$ cat src/rtl/blc_pkg.sv
package blc_pkg;
  // Strobes sent from the control to the datapath each cycle.
  typedef struct packed {
    logic clampUpdate;  // adapt the accumulator this cycle
    logic loopOn;       // apply accumulated correction (else fixed offset)
    logic res12;        // 12-bit code range selected
  } blcStrobes_t;
endpackage

$ cat src/rtl/blcControl.sv
module blcControl
  import blc_pkg::*;
#(
  parameter int LVL_W     = 8,
  parameter int LVL_RESET = 128,
  localparam int TW       = LVL_W + 2
) (
  input  logic             clk,
  input  logic             rstN,
  input  logic             clampStrobe,
  input  logic             clampPol,
  input  logic             loopDisable,
  input  logic             res12,
  input  logic             levelWe,
  input  logic [LVL_W-1:0] levelIn,
  output blcStrobes_t      strobes,
  output logic [TW-1:0]    targetQ
);
  logic [LVL_W-1:0] levelReg;
  logic             windowActive;

  always_ff @(posedge clk) begin
    if (!rstN)        levelReg <= LVL_W'(LVL_RESET);
    else if (levelWe) levelReg <= levelIn;
  end

  // Window decode: strobe level equal to the selected polarity.
  assign windowActive = ~(clampStrobe ^ clampPol);

  always_comb begin
    strobes.clampUpdate = windowActive & ~loopDisable;
    strobes.loopOn      = ~loopDisable;
    strobes.res12       = res12;
    // Target in quarter-LSB units of the active resolution.
    if (res12) targetQ = {levelReg, 2'b00};
    else       targetQ = {2'b00, levelReg};
  end

  // level register only moves on a write strobe
  assert_level_write_only_R4: assert property (@(posedge clk) disable iff (!rstN)
    !levelWe |=> $stable(levelReg));
endmodule

$ cat src/rtl/blcDatapath.sv
module blcDatapath
  import blc_pkg::*;
#(
  parameter int PIX_W = 12,
  parameter int LVL_W = 8,
  parameter int SHIFT = 4,
  localparam int TW   = LVL_W + 2,
  localparam int QW   = PIX_W + 2,
  localparam int YW   = QW + 3,
  localparam int AW   = QW + SHIFT + 2,
  localparam int CORR_LIM = (1 << PIX_W) - 1,
  localparam int ACC_LIM  = CORR_LIM << SHIFT
) (
  input  logic             clk,
  input  logic             rstN,
  input  blcStrobes_t      strobes,
  input  logic [TW-1:0]    targetQ,
  input  logic [PIX_W-1:0] pixIn,
  output logic [PIX_W-1:0] pixOut
);
  localparam logic signed [AW-1:0] ACC_MAX = AW'(ACC_LIM);
  localparam logic signed [AW-1:0] ACC_MIN = -ACC_MAX;

  logic signed [AW-1:0] acc, corrFull, errQ, accSum, accNext;
  logic signed [YW-1:0] pixQ, offsetQ, yQ, yLsb, maxCodeS, targetS;
  logic [PIX_W-1:0]     pixMasked, maxCode, pixNext;

  always_comb begin
    pixMasked = pixIn;
    if (!strobes.res12) pixMasked[PIX_W-1:PIX_W-2] = 2'b00;
    maxCode = '1;
    if (!strobes.res12) maxCode[PIX_W-1:PIX_W-2] = 2'b00;
  end

  assign pixQ     = $signed({{(YW-QW){1'b0}}, pixMasked, 2'b00});
  assign targetS  = $signed({{(YW-TW){1'b0}}, targetQ});
  assign maxCodeS = $signed({{(YW-PIX_W){1'b0}}, maxCode});
  assign corrFull = acc >>> SHIFT;
  assign offsetQ  = strobes.loopOn ? corrFull[YW-1:0] : targetS;
  assign yQ       = pixQ + offsetQ;
  assign yLsb     = yQ >>> 2;

  always_comb begin
    if (yLsb < 0)             pixNext = '0;
    else if (yLsb > maxCodeS) pixNext = maxCode;
    else                      pixNext = yLsb[PIX_W-1:0];
  end

  // Error and saturating accumulate.
  assign errQ   = $signed({{(AW-TW){1'b0}}, targetQ}) - {{(AW-YW){yQ[YW-1]}}, yQ};
  assign accSum = acc + errQ;

  always_comb begin
    if (accSum > ACC_MAX)      accNext = ACC_MAX;
    else if (accSum < ACC_MIN) accNext = ACC_MIN;
    else                       accNext = accSum;
  end

  always_ff @(posedge clk) begin
    if (!rstN) begin
      acc    <= '0;
      pixOut <= '0;
    end else begin
      pixOut <= pixNext;
      if (strobes.clampUpdate) acc <= accNext;
    end
  end

  // accumulator stays inside its bounds
  assert_acc_in_range_R7: assert property (@(posedge clk) disable iff (!rstN)
    (acc <= ACC_MAX) && (acc >= ACC_MIN));

  // correction held whenever the control does not request an update
  assert_hold_between_windows_R1: assert property (@(posedge clk) disable iff (!rstN)
    !strobes.clampUpdate |=> $stable(acc));

  // 10-bit mode never produces codes above 1023
  assert_out_in_range_R8: assert property (@(posedge clk) disable iff (!rstN)
    !strobes.res12 |=> (pixOut[PIX_W-1:PIX_W-2] == 2'b00));
endmodule

$ cat src/rtl/blackClampLoop.sv
module blackClampLoop
  import blc_pkg::*;
#(
  parameter int PIX_W     = 12,
  parameter int LVL_W     = 8,
  parameter int SHIFT     = 4,
  parameter int LVL_RESET = 128,
  localparam int TW       = LVL_W + 2
) (
  input  logic             clk,
  input  logic             rstN,
  input  logic [PIX_W-1:0] pixIn,
  input  logic             clampStrobe,
  input  logic             clampPol,
  input  logic             loopDisable,
  input  logic             res12,
  input  logic             levelWe,
  input  logic [LVL_W-1:0] levelIn,
  output logic [PIX_W-1:0] pixOut
);
  blcStrobes_t   strobes;
  logic [TW-1:0] targetQ;

  blcControl #(.LVL_W(LVL_W), .LVL_RESET(LVL_RESET)) uCtrl (
    .clk(clk), .rstN(rstN), .clampStrobe(clampStrobe), .clampPol(clampPol),
    .loopDisable(loopDisable), .res12(res12), .levelWe(levelWe),
    .levelIn(levelIn), .strobes(strobes), .targetQ(targetQ)
  );

  blcDatapath #(.PIX_W(PIX_W), .LVL_W(LVL_W), .SHIFT(SHIFT)) uData (
    .clk(clk), .rstN(rstN), .strobes(strobes), .targetQ(targetQ),
    .pixIn(pixIn), .pixOut(pixOut)
  );
endmodule

$ cat config.mk
export PLATFORM = sky130hd
export DESIGN_NAME = blackClampLoop
export DESIGN_NICKNAME = d
export VERILOG_FILES = /design/src/rtl/blc_pkg.sv /design/src/rtl/blcControl.sv /design/src/rtl/blcDatapath.sv /design/src/rtl/blackClampLoop.sv
export SDC_FILE = /design/constraint.sdc
export NUM_CORES = 1
export LEC_CHECK = 0
export BUFFER_PORTS_ARGS = -buffer_cell sky130_fd_sc_hd__buf_4
export CORE_MARGIN = 2
export CORE_UTILIZATION = 30
export CTS_CLUSTER_SIZE = 12
export DETAILED_ROUTE_END_ITERATION = 10
export GPL_TIMING_DRIVEN = 0
export PLACE_DENSITY = 0.52
export SYNTH_ARGS = -nofsm -noshare
export SYNTH_HDL_FRONTEND = slang
export SYNTH_SLANG_ARGS = --single-unit
$ cat constraint.sdc
create_clock -name clk -period 13.2 [get_ports clk]
set_input_delay 0 -clock clk [delete_from_list [all_inputs] [get_ports clk]]
set_output_delay 0 -clock clk [all_outputs]
set_load 0.1 [all_outputs]
==> flow_metrics.env, run 1 <==
export IMPL_status="completed"
export IMPL_cts_sinks=40
export IMPL_synth_avg_cell_area_um2=8.25
export IMPL_slew_headroom_pct=45.5
export IMPL_synth_area_leaders="dfxtp_1 (18%), ha_1 (12%), xnor2_1 (5.0%)"
export IMPL_groute_usage_overall_pct=15.7
export IMPL_grt_setup_unrepaired="false"
export IMPL_instances_no_fill=770
export IMPL_synth_edf_count=0
export IMPL_grt_ovfl_total=0
export IMPL_crit_fanout=10
export IMPL_setup_tns_ps=0
export IMPL_min_period_over_period_pct=55.3
export IMPL_ys_top_cells_by_count="nor2_1 (50), ha_1 (44), dfxtp_1 (40)"
export IMPL_ant_nets=0
export IMPL_fp_dieW_um=125
export IMPL_synth_ff_type="dfxtp_1"
export IMPL_port_buffers=36
export IMPL_yosysMostFrequentCell="nor2_1"
export IMPL_startpoint="res12"
export IMPL_yosys_warnings=0
export IMPL_antenna_cells=0
export IMPL_cpPeakStageDelay_ps=480
export IMPL_gp_congestion=0.841
export IMPL_core_um2=14400
export IMPL_rows=44
export IMPL_cts_made_buffers=5
export IMPL_insertion_delay_ps=290
export IMPL_cts_tree="built"
export IMPL_die_h_um=125
export IMPL_seq_area_frac_synth_pct=18.2
export IMPL_clk_pin_slew_ps=60
export IMPL_area_growth_pct=16.3
export IMPL_r2r_slack_ps=6020
export IMPL_clockBufferDepth=2
export IMPL_wirelength_mm=12.2
export IMPL_syn_cell_area_um2=4410
export IMPL_grt_pass1_vias=4044
export IMPL_cap_viol_max_count=0
export IMPL_synth_cell_types=77
export IMPL_dp_hpwl_mm=9.99
export IMPL_crit_slowest_cell="clkbuf_1"
export IMPL_final_seq_area_um2=801
export IMPL_via_count=4147
export IMPL_hold_viol_final=0
export IMPL_wire_per_inst_um=15.8
export IMPL_synthArstFlopShare_pct=0
export IMPL_place_inst=755
export IMPL_io_pins=39
export IMPL_antenna_found_initial=0
export IMPL_required_ps=13390
export IMPL_htree_levels=2
export IMPL_syn_nets=609
export IMPL_criticalPathCategory="in2reg"
export IMPL_initial_core_util_pct=30.6
export IMPL_skew_ps=3.06
export IMPL_grt_pass1_wl_mm=20.4
export IMPL_avgViaCountPerCell=5.39
export IMPL_ys_ff_latch=40
export IMPL_yosys_area_top_type_share_pct=18.2
export IMPL_endpoint_kind="flop"
export IMPL_start_kind="input pin"
export IMPL_nets=660
export IMPL_cpMostUsedCell="ha_1"
export IMPL_drtIter0Drc=346
export IMPL_fmax_ghz=0.137
export IMPL_drv_slew=0
export IMPL_grt_max_degree=13
export IMPL_finalCriticalPeriod_ps=7310
export IMPL_hp_start="rstN"
export IMPL_route_detailed_drc=0
export IMPL_fillers=1509
export IMPL_multi_input_area_um2=3440
export IMPL_dr_pass1_iters=4
export IMPL_worst_pin_slew_ps=807
export IMPL_setup_viol=0
export IMPL_drive_above_1_share_pct=14.7
export IMPL_hp_class="in2reg"
export IMPL_dieArea_um2=15700
export IMPL_reg2reg_from="uCtrl.levelReg[0]"
export IMPL_worstPathArrival_ps=7500
export IMPL_synth_area_leader_cell="dfxtp_1"
export IMPL_cts_root_buf="clkbuf_16"
export IMPL_synth_cells=535
==> cells by family (layout without fill, tap and decap cells) <==
group	after synthesis	in the layout	synth area share (%)
buffers and inverters	41	92	3.80
flip-flops	40	40	18.2
multiplexers	32	32	7.80
adder cells (fa/ha/maj)	48	48	14.1
XOR/XNOR	35	35	7.29
AO/OA/AOI/OAI	161	161	28.1
AND/OR/NAND/NOR	178	178	20.8
==> cell type report <==
cell class | instances | share of cell area [%]
inverters | 21 | 1.54
flip-flops and latches | 40 | 15.6
repair buffers | 44 | 6.83
clock buffers | 5 | 2.44
multi-input cells | 454 | 67.1
well taps | 184 | 4.49
plain buffers | 20 | 1.73
clock inverters | 2 | 0.244
==> what timing repair did <==
item / in CTS / in global routing
hold buffers: 8 / 0
endpoints found under the hold margin: 8 / 0
buffers inserted: 0 / 0
gates resized for setup: 0 / 0
==> sequential cells by signal, summed over array words and instances, names as in the netlist <==
name	count
uData.pixOut	12
uCtrl.levelReg	8
uData.acc	20
==> worst max-delay path: cells and delay by family <==
family | cells | cell delay (ps)
compound gates | 10 | 2640
simple gates | 7 | 1350
fa+ha+maj | 4 | 1290
buf+inv | 3 | 800
mux | 2 | 700
xor+xnor | 2 | 680
==> path summary, 6_finish.rpt <==
kind                  endpoint  depth (start not counted)
setup reg to reg  uData.acc[3]                         26
hold reg to reg   uData.acc[2]                          2
setup / recovery  uData.acc[3]                         28
hold / removal    uData.acc[2]                          3
==> per-layer routing <==
| layer | global-route usage (%) | wire, um |
|---|---|---|
| met1 | 19.9 | 5660 |
| met2 | 27.5 | 5830 |
| met5 | 0 | 0 |
| met4 | 5.29 | 270 |
| met3 | 2.23 | 413 |
==> placed cells by master, fill, tap and decap left out, types with 15 or more instances in the layout <==
cell,instances
ha_1,44
nor2_1,50
clkbuf_1,15
dfxtp_1,40
o21ai_0,17
inv_1,21
xnor2_1,25
a21oi_1,39
nor2b_1,20
nand2_1,34
mux2i_1,16
buf_4,37
==> stage by stage <==
stage / hold WS (ps) / util [%] / instance area (um2) / setup WS (ps)
final: 83.5 / 35.6 / 5130 / 5890
after global routing: 106 / 35.6 / 5130 / 5140
after CTS: 83.7 / 35.6 / 5130 / 5920
after detailed placement: 229 / 34.1 / 4910 / 5640
after global placement: 220 / 34.1 / 4910 / 5570
after floorplan: 129 / - / 4410 / 7010
Power of run 1 is left out: the tool's default activity adds up to more than one toggle a clock period on the data nets, which glitch-free logic cannot reach.
==> run 2: changes to the inputs <==
--- a/config.mk
+++ b/config.mk
@@ -5,13 +5,14 @@
 export SDC_FILE = /design/constraint.sdc
 export NUM_CORES = 1
 export LEC_CHECK = 0
+export ABC_AREA = 1
 export BUFFER_PORTS_ARGS = -buffer_cell sky130_fd_sc_hd__buf_4
 export CORE_MARGIN = 2
 export CORE_UTILIZATION = 30
 export CTS_CLUSTER_SIZE = 12
 export DETAILED_ROUTE_END_ITERATION = 10
 export GPL_TIMING_DRIVEN = 0
-export PLACE_DENSITY = 0.52
+export PLACE_DENSITY = 0.53
 export SYNTH_ARGS = -nofsm -noshare
 export SYNTH_HDL_FRONTEND = slang
 export SYNTH_SLANG_ARGS = --single-unit
==> constraint.sdc (replaced) <==
create_clock -name clk -period 6.7 [get_ports clk]
set_input_delay 0 -clock clk [delete_from_list [all_inputs] [get_ports clk]]
set_output_delay 0 -clock clk [all_outputs]
set_load 0.1 [all_outputs]
==> flow_metrics.env, run 2 <==
export IMPL_slew_headroom_pct=43.8
export IMPL_hold_viol_final=0
export IMPL_clk_pin_slew_ps=60
export IMPL_antenna_found_initial=0
export IMPL_ys_ff_latch=40
export IMPL_setup_tns_ps=0
export IMPL_core_um2=15100
export IMPL_seq_area_frac_synth_pct=17.4
export IMPL_synth_compound_gate_area_share_pct=13.5
export IMPL_min_period_over_period_pct=89.8
export IMPL_groute_usage_overall_pct=17.3
export IMPL_synth_mux_area_share_pct=0
export IMPL_instances_no_fill=1028
export IMPL_crit_family="compound AO/OA/AOI/OAI gates"
export IMPL_status="completed"
export IMPL_insertion_delay_ps=290
export IMPL_hp_start="levelWe"
export IMPL_layout_common_cells="nand2_1 (240), inv_1 (137), nand3_1 (63), nor2_1 (60), o21ai_0 (48)"
export IMPL_cts_tree="built"
export IMPL_dr_pass1_iters=5
export IMPL_finalCriticalPeriod_ps=6020
export IMPL_dp_hpwl_mm=11.6
export IMPL_grt_ovfl_total=0
export IMPL_grt_setup_unrepaired="false"
export IMPL_ant_nets=0
export IMPL_min_path_cells=3
export IMPL_hold_path_endpoint="uCtrl.levelReg[6]"
export IMPL_start_kind="input pin"
export IMPL_wirelength_mm=13.7
export IMPL_nets=913
export IMPL_fmax_ghz=0.166
export IMPL_cap_viol_max_count=0
export IMPL_cts_made_buffers=5
export IMPL_synth_edf_count=0
export IMPL_synth_top_family_by_area="simple AND/OR/NAND/NOR gates"
export IMPL_via_count=4820
export IMPL_skew_ps=4.35
export IMPL_synth_cell_types=34
export IMPL_place_inst=1012
export IMPL_syn_cell_area_um2=4590
export IMPL_cts_root_buf="clkbuf_16"
export IMPL_path_buf_inv=7
export IMPL_initial_core_util_pct=30.4
export IMPL_dieArea_um2=16300
export IMPL_synthArstFlopShare_pct=0
export IMPL_synth_ff_type="dfxtp_1"
export IMPL_yosys_area_top_type_share_pct=19.6
export IMPL_drv_slew=0
export IMPL_antenna_cells=0
export IMPL_synth_fa_ha_area_share_pct=13.3
export IMPL_final_common_cell="nand2_1"
export IMPL_synthXorXnorAreaFrac_pct=4.36
export IMPL_r2r_cells=28
export IMPL_synth_area_leaders="nand2_1 (20%), dfxtp_1 (17%), ha_1 (12%)"
export IMPL_synthSimpleGateAreaFrac_pct=38.6
export IMPL_worst_pin_slew_ps=837
export IMPL_cpMostUsedCell="nand2_1"
export IMPL_fp_dieW_um=128
export IMPL_largest_register_ffs=20
export IMPL_hp_class="in2reg"
export IMPL_worstPathArrival_ps=6190
export IMPL_port_buffers=38
export IMPL_crit_slowest_cell="fa_1"
export IMPL_io_pins=39
export IMPL_drtIter0Drc=287
export IMPL_clockBufferDepth=2
export IMPL_drive_above_1_share_pct=9.17
export IMPL_gp_congestion=0.883
export IMPL_cpPeakStageDelay_ps=510
export IMPL_top_register="uData.acc"
export IMPL_route_detailed_drc=0
export IMPL_setup_viol=0
export IMPL_yosysMostFrequentCell="nand2_1"
export IMPL_r2r_slack_ps=820
export IMPL_endpoint_kind="flop"
export IMPL_wire_per_inst_um=13.3
export IMPL_synth_area_leader_cell="nand2_1"
export IMPL_grt_pass1_wl_mm=22.6
export IMPL_crit_fanout=10
export IMPL_htree_levels=2
export IMPL_synth_avg_cell_area_um2=5.84
export IMPL_rr_endpoint="uData.acc[9]"
export IMPL_grt_pass1_vias=4614
export IMPL_grt_max_degree=15
export IMPL_syn_nets=860
export IMPL_reg_top3="uData.acc (20), uData.pixOut (12), uCtrl.levelReg (8)"
export IMPL_criticalPathCategory="in2reg"
export IMPL_avgViaCountPerCell=4.69
export IMPL_ys_top_cells_by_count="nand2_1 (240), inv_1 (137), nand3_1 (63)"
export IMPL_area_growth_pct=16.8
export IMPL_reg2reg_from="uCtrl.levelReg[7]"
export IMPL_synth_cells=786
export IMPL_die_h_um=128
export IMPL_yosys_warnings=0
export IMPL_required_ps=6880
export IMPL_cts_sinks=40
export IMPL_rows=45
==> run 2: cell count changes in the layout (fill, tap and decap cells not counted), moves of 14 or more <==
cell,before,now
nor2b_1,20,0
o21ai_0,17,48
inv_1,21,137
xnor2_1,25,6
nand3_1,13,63
mux2i_1,16,0
nand4_1,5,22
mux2_2,14,0
nand2_1,34,240
==> run 2: layer usage <==
layer	vias up	part of all wire [%]	global-route usage [%]
li1	2617	-	-
met3	27	2.9	2.00
met5	-	0	0
met4	0	3.8	6.98
met1	2089	49	22.6
met2	87	45	29.0
==> run 2: final cells by class <==
class                      count  area, um2
multi-input combinational    594       3200
tap                          188        235
clock buffer                   5        125
sequential                    40        801
timing repair buffer          46        365
clock inverter                 3       46.3
inverter                     140        526
buffer                        12       61.3
fill                        1729       9730
==> run 2: repair_timing <==
| action | 4_1_cts | 5_1_grt |
|---|---|---|
| hold buffers | 8 | 0 |
| endpoints found under the hold margin | 7 | 0 |
| resized for setup | 0 | 0 |
| buffers inserted | 0 | 0 |
==> run 2: worst max path at each step <==
stage / start / end / slack, ps / cells after the start
2_1_floorplan: res12 / uData.acc[11] / 1760 / 33
3_3_place_gp: res12 / uData.acc[14] / 340 / 34
3_5_place_dp: res12 / uData.acc[8] / 340 / 34
4_1_cts: res12 / uData.acc[14] / 610 / 34
5_1_grt: res12 / uData.acc[7] / 40 / 34
6_report: res12 / uData.acc[14] / 680 / 34
==> run 2: metrics by stage <==
step           instance area, um2  util, %  setup slack (ps)  hold WS, ps
2_1_floorplan                4590        -              1760          122
3_5_place_dp                 5110     33.9               335          229
3_3_place_gp                 5110     33.9               340          219
4_1_cts                      5360     35.5               612         7.02
6_report                     5360     35.5               683         9.87
5_1_grt                      5360     35.5              38.9         21.3
==> run 2: worst reg2reg max path: cells and delay by family (launching register included) <==
kind	cells	cell delay (ps)
buf+inv	2	290
fa+ha+maj	3	1130
flops	1	320
compound gates	9	1890
simple gates	11	1370
xor+xnor	3	830
==> run 2: logic make-up (layout without fill, tap and decap cells) <==
kind of cell             Yosys count  count (layout)
buffers and inverters            152             206
flip-flops                        40              40
AND/OR/NAND/NOR                  413             413
adder cells (fa/ha/maj)           47              47
XOR/XNOR                          22              22
AO/OA/AOI/OAI                    112             112
Power of run 2 is left out for the same reason.
